--- config.mk ---
export PLATFORM = sky130hd
export DESIGN_NAME = sar_mono_ctrl
export DESIGN_NICKNAME = d
export VERILOG_FILES = /design/src/rtl/sar_pkg.sv /design/src/rtl/sar_td_timer.sv /design/src/rtl/sar_bit_ptr.sv /design/src/rtl/sar_cap_drive.sv /design/src/rtl/sar_mono_ctrl.sv
export SDC_FILE = /design/constraint.sdc
export NUM_CORES = 1
export LEC_CHECK = 0
export CAP_MARGIN = 20
export CORE_MARGIN = 2
export CORE_UTILIZATION = 56
export CTS_CLUSTER_DIAMETER = 60
export CTS_CLUSTER_SIZE = 40
export DETAILED_ROUTE_END_ITERATION = 6
export MAX_ROUTING_LAYER = met4
export PLACE_DENSITY = 0.87
export SLEW_MARGIN = 25
export SYNTH_ARGS = -nofsm -noshare
export SYNTH_HDL_FRONTEND = slang
export SYNTH_SLANG_ARGS = --single-unit
--- constraint.sdc ---
create_clock -name clk_i -period 4.5 [get_ports clk_i]
set_input_delay 0.9 -clock clk_i [delete_from_list [all_inputs] [get_ports clk_i]]
set_output_delay 0.9 -clock clk_i [all_outputs]
set_load 0.02 [all_outputs]
--- src/rtl/sar_pkg.sv ---
package sar_pkg;
  typedef enum logic [1:0] {
    ST_SAMPLE = 2'd0,
    ST_EVAL   = 2'd1,
    ST_RST    = 2'd2,
    ST_DONE   = 2'd3
  } sar_state_e;
endpackage

--- src/rtl/sar_td_timer.sv ---
module sar_td_timer #(
  parameter int TD_CYC = 4
) (
  input  logic clk_i,
  input  logic rst_ni,
  input  logic load_i,
  output logic expired_o
);
  localparam int TW = $clog2(TD_CYC + 1);

  logic [TW-1:0] cnt_q;

  always_ff @(posedge clk_i or negedge rst_ni) begin
    if (!rst_ni)             cnt_q <= '0;
    else if (load_i)         cnt_q <= TW'(TD_CYC - 1);
    else if (cnt_q != '0)    cnt_q <= cnt_q - 1'b1;
  end

  assign expired_o = (cnt_q == '0);
endmodule

--- src/rtl/sar_bit_ptr.sv ---
module sar_bit_ptr #(
  parameter int N_BITS = 10
) (
  input  logic              clk_i,
  input  logic              rst_ni,
  input  logic              init_i,
  input  logic              step_i,
  input  logic              bit_i,
  output logic [N_BITS-1:0] ptr_o,
  output logic [N_BITS-1:0] res_o
);
  localparam logic [N_BITS-1:0] PTR_MSB = N_BITS'(1) << (N_BITS - 1);

  logic [N_BITS-1:0] ptr_q;

  always_ff @(posedge clk_i or negedge rst_ni) begin
    if (!rst_ni)      ptr_q <= PTR_MSB;
    else if (init_i)  ptr_q <= PTR_MSB;
    else if (step_i)  ptr_q <= ptr_q >> 1;
  end

  // result latch: parked high until its pointer stage is active
  for (genvar k = 0; k < N_BITS; k++) begin : g_res
    always_ff @(posedge clk_i or negedge rst_ni) begin
      if (!rst_ni)                  res_o[k] <= 1'b1;
      else if (init_i)              res_o[k] <= 1'b1;
      else if (step_i && ptr_q[k])  res_o[k] <= bit_i;
    end
  end

  assign ptr_o = ptr_q;
endmodule

--- src/rtl/sar_cap_drive.sv ---
module sar_cap_drive #(
  parameter int N_BITS = 10
) (
  input  logic              clk_i,
  input  logic              rst_ni,
  input  logic              init_i,
  input  logic              step_i,
  input  logic              hi_p_i,
  input  logic [N_BITS-1:0] ptr_i,
  output logic [N_BITS-1:0] cap_p_o,
  output logic [N_BITS-1:0] cap_n_o
);
  for (genvar k = 0; k < N_BITS; k++) begin : g_cap
    always_ff @(posedge clk_i or negedge rst_ni) begin
      if (!rst_ni) begin
        cap_p_o[k] <= 1'b1;
        cap_n_o[k] <= 1'b1;
      end else if (init_i) begin
        cap_p_o[k] <= 1'b1;
        cap_n_o[k] <= 1'b1;
      end else if (step_i && ptr_i[k]) begin
        // ground only the plate on the side that compared higher
        cap_p_o[k] <= cap_p_o[k] & ~hi_p_i;
        cap_n_o[k] <= cap_n_o[k] &  hi_p_i;
      end
    end
  end
endmodule

--- src/rtl/sar_mono_ctrl.sv ---
module sar_mono_ctrl
  import sar_pkg::*;
#(
  parameter int N_BITS = 10,
  parameter int TD_CYC = 4
) (
  input  logic              clk_i,
  input  logic              rst_ni,
  input  logic              sample_i,
  input  logic              cmp_p_i,
  input  logic              cmp_n_i,
  output logic              cmp_rst_o,
  output logic [N_BITS-1:0] cap_p_o,
  output logic [N_BITS-1:0] cap_n_o,
  output logic [N_BITS-1:0] code_o,
  output logic              eoc_o
);
  sar_state_e        state_q, state_d;
  logic              valid, dec, last, td_expired;
  logic [N_BITS-1:0] ptr, res;

  assign valid = cmp_p_i ^ cmp_n_i;
  assign dec   = (state_q == ST_EVAL) && valid && !sample_i;
  assign last  = ptr[0];

  always_comb begin
    state_d = state_q;
    if (sample_i) state_d = ST_SAMPLE;
    else begin
      unique case (state_q)
        ST_SAMPLE: state_d = ST_EVAL;
        ST_EVAL:   if (dec) state_d = last ? ST_DONE : ST_RST;
        ST_RST:    if (td_expired) state_d = ST_EVAL;
        ST_DONE:   state_d = ST_DONE;
        default:   state_d = ST_SAMPLE;
      endcase
    end
  end

  always_ff @(posedge clk_i or negedge rst_ni) begin
    if (!rst_ni) state_q <= ST_SAMPLE;
    else         state_q <= state_d;
  end

  always_ff @(posedge clk_i or negedge rst_ni) begin
    if (!rst_ni)          code_o <= '0;
    else if (dec && last) code_o <= {res[N_BITS-1:1], cmp_p_i};
  end

  sar_td_timer #(.TD_CYC(TD_CYC)) u_timer (
    .clk_i    (clk_i),
    .rst_ni   (rst_ni),
    .load_i   (dec && !last),
    .expired_o(td_expired)
  );

  sar_bit_ptr #(.N_BITS(N_BITS)) u_ptr (
    .clk_i (clk_i),
    .rst_ni(rst_ni),
    .init_i(sample_i),
    .step_i(dec),
    .bit_i (cmp_p_i),
    .ptr_o (ptr),
    .res_o (res)
  );

  sar_cap_drive #(.N_BITS(N_BITS)) u_cap (
    .clk_i  (clk_i),
    .rst_ni (rst_ni),
    .init_i (sample_i),
    .step_i (dec),
    .hi_p_i (cmp_p_i),
    .ptr_i  (ptr),
    .cap_p_o(cap_p_o),
    .cap_n_o(cap_n_o)
  );

  assign cmp_rst_o = (state_q != ST_EVAL);
  assign eoc_o     = (state_q == ST_DONE);
endmodule

# ---- Word-level counts from Yosys, hierarchy flattened
# Index checks and enable logic that the tools add are counted.
dict set report word_totals {
  in_bits 5
  output_inout_bits 32
  ff_bits 54
}
dict set report op_classes {
  add_sub_neg 1
  bitwise_logic 22
  n_mux 67
  eq_ne 6
  n_reduce_logical 31
}
# operator count
set op_table {}
lappend op_table {{$mux 1} 59}
lappend op_table {{$reduce_bool 2->1} 12}
lappend op_table {{$and 1x1->1} 20}
lappend op_table {{$mux 10} 2}
lappend op_table {{$logic_and 1x1->1} 13}
lappend op_table {{$pmux 2 s4} 1}
lappend op_table {{$mux 2} 3}
lappend op_table {{$mux 3} 2}
lappend op_table {{$ne 3x3->1 const B} 2}
lappend op_table {{$eq 2x2->1 const B} 2}
lappend op_table {{$logic_not 3->1} 1}
lappend op_table {{$reduce_bool 3->1} 1}
lappend op_table {{$sub 3x1->3 const B} 1}
lappend op_table {{$eq 2x1->1 const B} 1}
lappend op_table {{$logic_not 1->1} 2}
lappend op_table {{$logic_not 2->1} 1}
lappend op_table {{$ne 2x1->1 const B} 1}
lappend op_table {{$reduce_and 2->1} 1}
lappend op_table {{$not 1->1} 1}
lappend op_table {{$xor 1x1->1} 1}

# ---- Logic depth before layout (Yosys ltp)
# Gate-level depths: netlist of run 1.
dict set report logic_depth {
  word_depth 6
  depth_mapped 5
  depth_no_buf 5
}

# ---- Modules after synthesis
# From an unflattened synthesis of run 1, not the netlist that was laid out.
dict set report hier_totals {
  cells_unflattened 189
  area_unflattened_um2 2347.3
}
# module area_per_inst_um2 n_inst cells_per_inst
set modules_own_cells {}
lappend modules_own_cells {sar_bit_ptr 827.0 1 66}
lappend modules_own_cells {sar_cap_drive 794.5 1 68}
lappend modules_own_cells {sar_mono_ctrl 544.3 1 38}
lappend modules_own_cells {sar_td_timer 181.4 1 17}

# ---- Least setup slack after synthesis of run 1
# Ideal clock, no wire load.
dict set report synth_timing {
  path_kind {input port to flip-flop}
  from {input port cmp_p_i}
  to {register code_o[1]}
  arrival_time_ps 2076
  cell_stages 4
  required_time_ps 4375
  slack_ps 2299
  path_cell_list {xnor2_1 > or4b_4 > buf_6 > mux2_4}
}
dict set report synth_via {
  elab_chain_len 4
}
# element line_no
set synth_lines {}
lappend synth_lines {{start, declared} sar_mono_ctrl.sv:10} ;# input logic cmp_p_i,
lappend synth_lines {{$xor 1x1->1} sar_mono_ctrl.sv:22} ;# assign valid = cmp_p_i ^ cmp_n_i;
lappend synth_lines {{$logic_and 1x1->1 (2 in a row)} sar_mono_ctrl.sv:23} ;# assign dec = (state_q == ST_EVAL) && valid && !sample_i;
lappend synth_lines {{$logic_and 1x1->1} sar_mono_ctrl.sv:47} ;# else if (dec && last) code_o <= {res[N_BITS-1:1], cmp_p_i};
lappend synth_lines {{end signal, assigned} sar_mono_ctrl.sv:47}
lappend synth_lines {{end, declared} sar_mono_ctrl.sv:15} ;# output logic [N_BITS-1:0] code_o,
# Every way passes these cells.
# A chain may end at the register's enable or synchronous reset.

# ---- Final worst setup path of run 1
dict set report layout_timing {
  from {register state_q[1]}
  to {output port cmp_rst_o}
}
dict set report layout_via {
  elab_chain_len 1
}
# element line_no
set layout_lines {}
lappend layout_lines {{start, declared} sar_mono_ctrl.sv:18} ;# sar_state_e state_q, state_d;
lappend layout_lines {{start signal, assigned} sar_mono_ctrl.sv:42} ;# else state_q <= state_d;
lappend layout_lines {{$ne 2x1->1} sar_mono_ctrl.sv:78} ;# assign cmp_rst_o = (state_q != ST_EVAL);
lappend layout_lines {{end, declared} sar_mono_ctrl.sv:12} ;# output logic cmp_rst_o,
# Every way passes these cells.

==> impl_metrics.env, run 1 <==
export IMPL_outcome="finished clean"
export IMPL_io_buffer_count=36
export IMPL_drc_errors=0
export IMPL_cp_end_kind="output port"
export IMPL_syn_inst=195
export IMPL_setup_viol=0
export IMPL_cts_root_buffer="clkbuf_8"
export IMPL_core_um2=3943
export IMPL_post_cts_resized=0
export IMPL_ys_ff_latch=54
export IMPL_synth_xor_area_frac=0.01154
export IMPL_clkPwrFrac=0.323
export IMPL_die_x_um=67.75
export IMPL_drt_iter0_markers=72
export IMPL_io_pins=37
export IMPL_rsz0062_at_grt="false"
export IMPL_synth_edf_count=0
export IMPL_start_util=0.5773
export IMPL_area_delta_synth_final_pct=22.92
export IMPL_gp_congestion=0.7703
export IMPL_cellInternalPower_mw=0.7284
export IMPL_row_count=23
export IMPL_hold_ws_ns=0.4923
export IMPL_gr_total_overflow=0
export IMPL_final_cells=283
export IMPL_die_h_um=67.75
export IMPL_synth_ff_type="dfstp_2"
export IMPL_place_area_um2=2689
export IMPL_cts_tree="done"
export IMPL_routed_wl_um=4291
export IMPL_hold_buffers=0
export IMPL_routedWlPerCell_um=15.16
export IMPL_clkSinkCount=54
export IMPL_stdcell_area_um2=2798
export IMPL_drive_gt1_frac=0.2747
export IMPL_clock_latency_ns=0.31
export IMPL_path_max_fanout=24
export IMPL_clk_path_buf_depth=2
export IMPL_synth_compound_area_frac=0.1281
export IMPL_viasPerCell=5.491
export IMPL_numCtsBuffers=5
export IMPL_synth_adder_area_share=0.01100
export IMPL_firstDrtPassIters=4
export IMPL_grt_pass1_vias=1462
export IMPL_n_antenna_cell=0
export IMPL_cap_violations=0
export IMPL_syn_area_um2=2276
export IMPL_syn_avg_cell_area_um2=11.67
export IMPL_htree_num_levels=2
export IMPL_die_area_um2=4590
export IMPL_muxShareOfSynthArea=0.07202
export IMPL_p_leak_nw=1.178
export IMPL_grt_max_degree=55
export IMPL_layout_min_cycle_time_ns=2.951
export IMPL_layout_common_cells="35 x clkdlybuf4s50_1, 30 x dfstp_2, 27 x nor2_1"
export IMPL_hold_viol=0
export IMPL_detail_route_antenna_nets=0
export IMPL_finClkSkew_ns=0.008073
export IMPL_seqPwrFrac=0.541
export IMPL_grtUsageTotal=0.2222
export IMPL_nNetsFinal=239
export IMPL_vdd_ir_drop_max_mv=0.2383
export IMPL_fillers=287
export IMPL_dp_cells=275
export IMPL_cp_arrival_ns=2.05
export IMPL_synthDistinctLibCells=31
export IMPL_postSynth_asyncResetShare=1.000
export IMPL_synth_fp_nets=202
export IMPL_vias=1554
export IMPL_hpwl_um=2909
export IMPL_synthSimpleGateAreaFrac=0.1374
export IMPL_start_kind="register"
export IMPL_combinationalPowerShare=0.136
export IMPL_cp_data_required_time_ns=3.60
export IMPL_regArea_um2=1389
export IMPL_switching_power_mw=0.2416
export IMPL_antenna_found_initial=0
export IMPL_ys_warnings_count=0
export IMPL_final_setup_tns_ns=0
export IMPL_final_common_cell="clkdlybuf4s50_1"
export IMPL_clkTransAtPathRegs_ns=0.09
export IMPL_cts_setup_buffers=0
export IMPL_grt_pass1_wl_um=7024
export IMPL_fin_crit_sh=0.6559
export IMPL_max_freq_ghz=0.3388
export IMPL_p_per_area_nw_per_um2=346.7
export IMPL_switching_share=0.2491
export IMPL_relSlewSlack=0.5282
export IMPL_synth_seq_area_share=0.6102
export IMPL_synth_top_family_by_area="simple AND/OR/NAND/NOR gates"
export IMPL_multi_input_area_um2=825.8
export IMPL_slew_violations=0
export IMPL_critPathKind="reg2out"
export IMPL_hold_class="reg2reg"
export IMPL_tightest_slew_ns=0.7077
export IMPL_design_power_total_mw=0.9700
final cells by class:
type,instances,area share
Clock inverter,3,0.01431
Timing Repair Buffer,41,0.1404
Inverter,5,0.006708
Sequential cell,54,0.4964
Clock buffer,5,0.02460
Multi-Input combinational cell,125,0.2952
Tap cell,50,0.02236
layer usage:
metal,track usage,vias to the layer above,wire length (µm)
li1,-,752,-
met1,0.2988,760,2036
met2,0.3235,37,2030
met3,0.06000,5,164
met4,0.08418,0,59
met5,-,-,0
worst max-delay path, cell delays in order (launching register included):
cell             delay [ns]
dfrtp_1                0.42
nand2b_1               0.59
clkdlybuf4s50_1        0.73
power by group through the flow:
stage	Clock [mW]	Sequential (mW)	Combinational [mW]
final	0.313	0.525	0.132
after global placement	0	0.532	0.122
after global routing	0.341	0.529	0.152
after detailed placement	0	0.533	0.133
after CTS	0.319	0.525	0.134
after floorplan	0	0.531	0.0872
metrics by stage:
| stage | setup WS, ns | util |
|---|---|---|
| 3_3_place_gp | 1.491 | 0.6820 |
| 3_5_place_dp | 1.444 | 0.6820 |
| 4_1_cts | 1.556 | 0.7096 |
| 2_1_floorplan | 2.299 | - |
| 5_1_grt | 1.433 | 0.7096 |
| 6_report | 1.549 | 0.7096 |
kinds of logic (layout without fill, tap and decap cells):
group,Yosys count,after routing
and+or+nand+nor,58,58
DFF,54,54
AOI/OAI and AO/OA,50,50
buffers and inverters,16,54
muxes,12,12
xor gates and xnor gates,3,3
adders and majority gates,2,2
cells in the mapped netlist (3+ instances only):
| cell type | n | area, µm² |
|---|---|---|
| a21o_1 | 3 | 22.52 |
| a21oi_1 | 23 | 115.1 |
| a22oi_1 | 6 | 45.04 |
| and2_1 | 3 | 18.77 |
| clkbuf_1 | 10 | 37.54 |
| dfrtp_1 | 24 | 600.6 |
| dfstp_2 | 30 | 788.3 |
| inv_1 | 5 | 18.77 |
| mux2_2 | 3 | 33.78 |
| mux2_4 | 8 | 120.1 |
| nand2_1 | 3 | 11.26 |
| nand2b_1 | 7 | 43.79 |
| nor2_1 | 27 | 101.4 |
| o21ai_0 | 12 | 60.06 |
| or3b_2 | 7 | 61.31 |
flip-flops by register name (all words and copies together) (netlist names):
signal and cells:
state_q 2, u_ptr.ptr_o 10, u_cap.cap_p_o 10, code_o 10, u_cap.cap_n_o 10, u_ptr.res_o 9
u_timer.cnt_q 3
final timing paths:
kind / startpoint / end / slack [ns] / cells after the start
setup / recovery: state_q[1] / cmp_rst_o / 1.55 / 2
hold / removal: u_cap.cap_n_o[2] / u_cap.cap_n_o[2] / 0.49 / 2
setup reg to reg: state_q[1] / code_o[1] / 2.38 / 3
hold reg to reg: u_cap.cap_n_o[2] / u_cap.cap_n_o[2] / 0.49 / 2
max in group asynchronous: rst_ni / state_q[1] / 3.37 / 2
min in group asynchronous: rst_ni / code_o[7] / 0.69 / 2
(Power assumes the default switching activity.)
==> inputs of run 2 (changes only) <==
- CORE_UTILIZATION: 56 -> 47
- PLACE_DENSITY: 0.87 -> 0.78
- clock period: 4.5 -> 2.7 ns (I/O delays scaled with it)
==> run 2 against run 1 <==
  * Global-route usage fell by 3.3 points
  * Sequential share of layout area is 0.89 points lower
  * Largest power group unchanged
  * Die area grew 18%
  * Power increased by 65%
==> impl_metrics.env, run 2 (synthesized netlist as in run 1, its figures left out) <==
export IMPL_outcome="finished clean"
export IMPL_viasPerCell=5.361
export IMPL_grtUsageTotal=0.1892
export IMPL_fin_crit_sh=0.7576
export IMPL_routed_wl_um=4503
export IMPL_antenna_found_initial=0
export IMPL_seqPwrFrac=0.547
export IMPL_numCtsBuffers=5
export IMPL_layout_common_cells="35 x clkdlybuf4s50_1, 30 x dfstp_2, 27 x nor2_1"
export IMPL_drt_iter0_markers=106
export IMPL_layout_min_cycle_time_ns=2.046
export IMPL_cp_arrival_ns=2.24
export IMPL_start_kind="input pin"
export IMPL_hold_buffers=0
export IMPL_grt_pass1_vias=1542
export IMPL_start_util=0.4851
export IMPL_firstDrtPassIters=4
export IMPL_switching_power_mw=0.4102
export IMPL_cts_tree="done"
export IMPL_die_x_um=73.59
export IMPL_gr_total_overflow=0
export IMPL_p_per_area_nw_per_um2=561.1
export IMPL_regArea_um2=1389
export IMPL_clock_latency_ns=0.30
export IMPL_combinationalPowerShare=0.142
export IMPL_clkSinkCount=54
export IMPL_setup_viol=0
export IMPL_die_area_um2=5415
export IMPL_cap_violations=0
export IMPL_routedWlPerCell_um=15.47
export IMPL_rsz0062_at_grt="false"
export IMPL_design_power_total_mw=1.599
export IMPL_switching_share=0.2566
export IMPL_fillers=369
export IMPL_row_count=25
export IMPL_hold_ws_ns=0.1880
export IMPL_cts_root_buffer="clkbuf_8"
export IMPL_max_freq_ghz=0.4889
export IMPL_multi_input_area_um2=825.8
export IMPL_io_buffer_count=36
export IMPL_clk_path_buf_depth=2
export IMPL_htree_num_levels=2
export IMPL_clkPwrFrac=0.311
export IMPL_final_setup_tns_ns=0
export IMPL_vias=1560
export IMPL_critPathKind="in2reg"
export IMPL_post_cts_resized=0
export IMPL_hold_viol=0
export IMPL_area_delta_synth_final_pct=25.18
export IMPL_clkTransAtPathRegs_ns=0.09
export IMPL_nNetsFinal=243
export IMPL_drc_errors=0
export IMPL_core_um2=4692
export IMPL_slew_violations=0
export IMPL_hpwl_um=2932
export IMPL_n_antenna_cell=0
export IMPL_grt_pass1_wl_um=7514
export IMPL_die_h_um=73.59
export IMPL_p_leak_nw=1.196
export IMPL_finClkSkew_ns=0.003557
export IMPL_cp_end_kind="register"
export IMPL_relSlewSlack=0.6688
export IMPL_path_max_fanout=12
export IMPL_tightest_slew_ns=0.4968
export IMPL_gp_congestion=0.7477
export IMPL_final_common_cell="clkdlybuf4s50_1"
export IMPL_vdd_ir_drop_max_mv=0.3538
export IMPL_drive_gt1_frac=0.2827
export IMPL_hold_class="in2async"
export IMPL_detail_route_antenna_nets=0
export IMPL_io_pins=37
export IMPL_cts_setup_buffers=0
export IMPL_grt_max_degree=47
export IMPL_cp_data_required_time_ns=2.90
export IMPL_cellInternalPower_mw=1.188
==> run 2: stage by stage <==
| stage | std cells | setup slack [ns] | utilization | instance area, µm² |
|---|---|---|---|---|
| final | 291 | 0.6545 | 0.6072 | 2849 |
| after detailed placement | 282 | 0.3361 | 0.5789 | 2716 |
| after CTS | 290 | 0.6615 | 0.6013 | 2821 |
| after global placement | 282 | 0.3714 | 0.5789 | 2716 |
| after floorplan | 195 | 0.8593 | - | 2276 |
| after global routing | 291 | 0.5936 | 0.6072 | 2849 |
==> run 2: critical path, cell delays in order <==
cell	delay, ns
clkdlybuf4s50_1	0.58
xnor2_1	0.13
or4b_4	0.65
mux2_4	0.34
==> run 2: layer usage <==
metal  up-vias  part of all wire  wire (µm)  GRT usage
li1        760                 -          -          -
met1       760              0.49       2228     0.2722
met2        34              0.45       2010     0.2698
met3         6             0.043        195    0.04252
met4         0             0.015         68    0.05455
met5         -                 0          0          -
==> run 2: worst paths after layout <==
path | slack (ns) | end | start | cells past startpoint
worst min-delay path | 0.19 | u_ptr.ptr_o[7] | rst_ni | 1
max in group asynchronous | 1.93 | u_cap.cap_p_o[3] | rst_ni | 2
min in group clk_i | 0.49 | u_cap.cap_n_o[4] | u_ptr.ptr_o[4] | 1
worst max register to register | 0.81 | code_o[3] | state_q[1] | 4
worst min register to register | 0.49 | u_cap.cap_n_o[4] | u_ptr.ptr_o[4] | 1
worst max-delay path | 0.65 | code_o[3] | cmp_n_i | 4
==> run 2: power by group through the flow <==
stage	Combinational (mW)	Clock, mW	Sequential [mW]
after global routing	0.257	0.544	0.881
after global placement	0.213	0	0.887
after detailed placement	0.223	0	0.888
final	0.227	0.497	0.874
after CTS	0.224	0.507	0.874
after floorplan	0.145	0	0.885
==> run 2: layout make-up <==
type                            count  share of cell area
Clock inverter                      1            0.002635
Clock buffer                        7             0.03426
Timing Repair Buffer               45              0.1555
Sequential cell                    54              0.4875
Inverter                            5            0.006588
Tap cell                           54             0.02372
Multi-Input combinational cell    125              0.2899
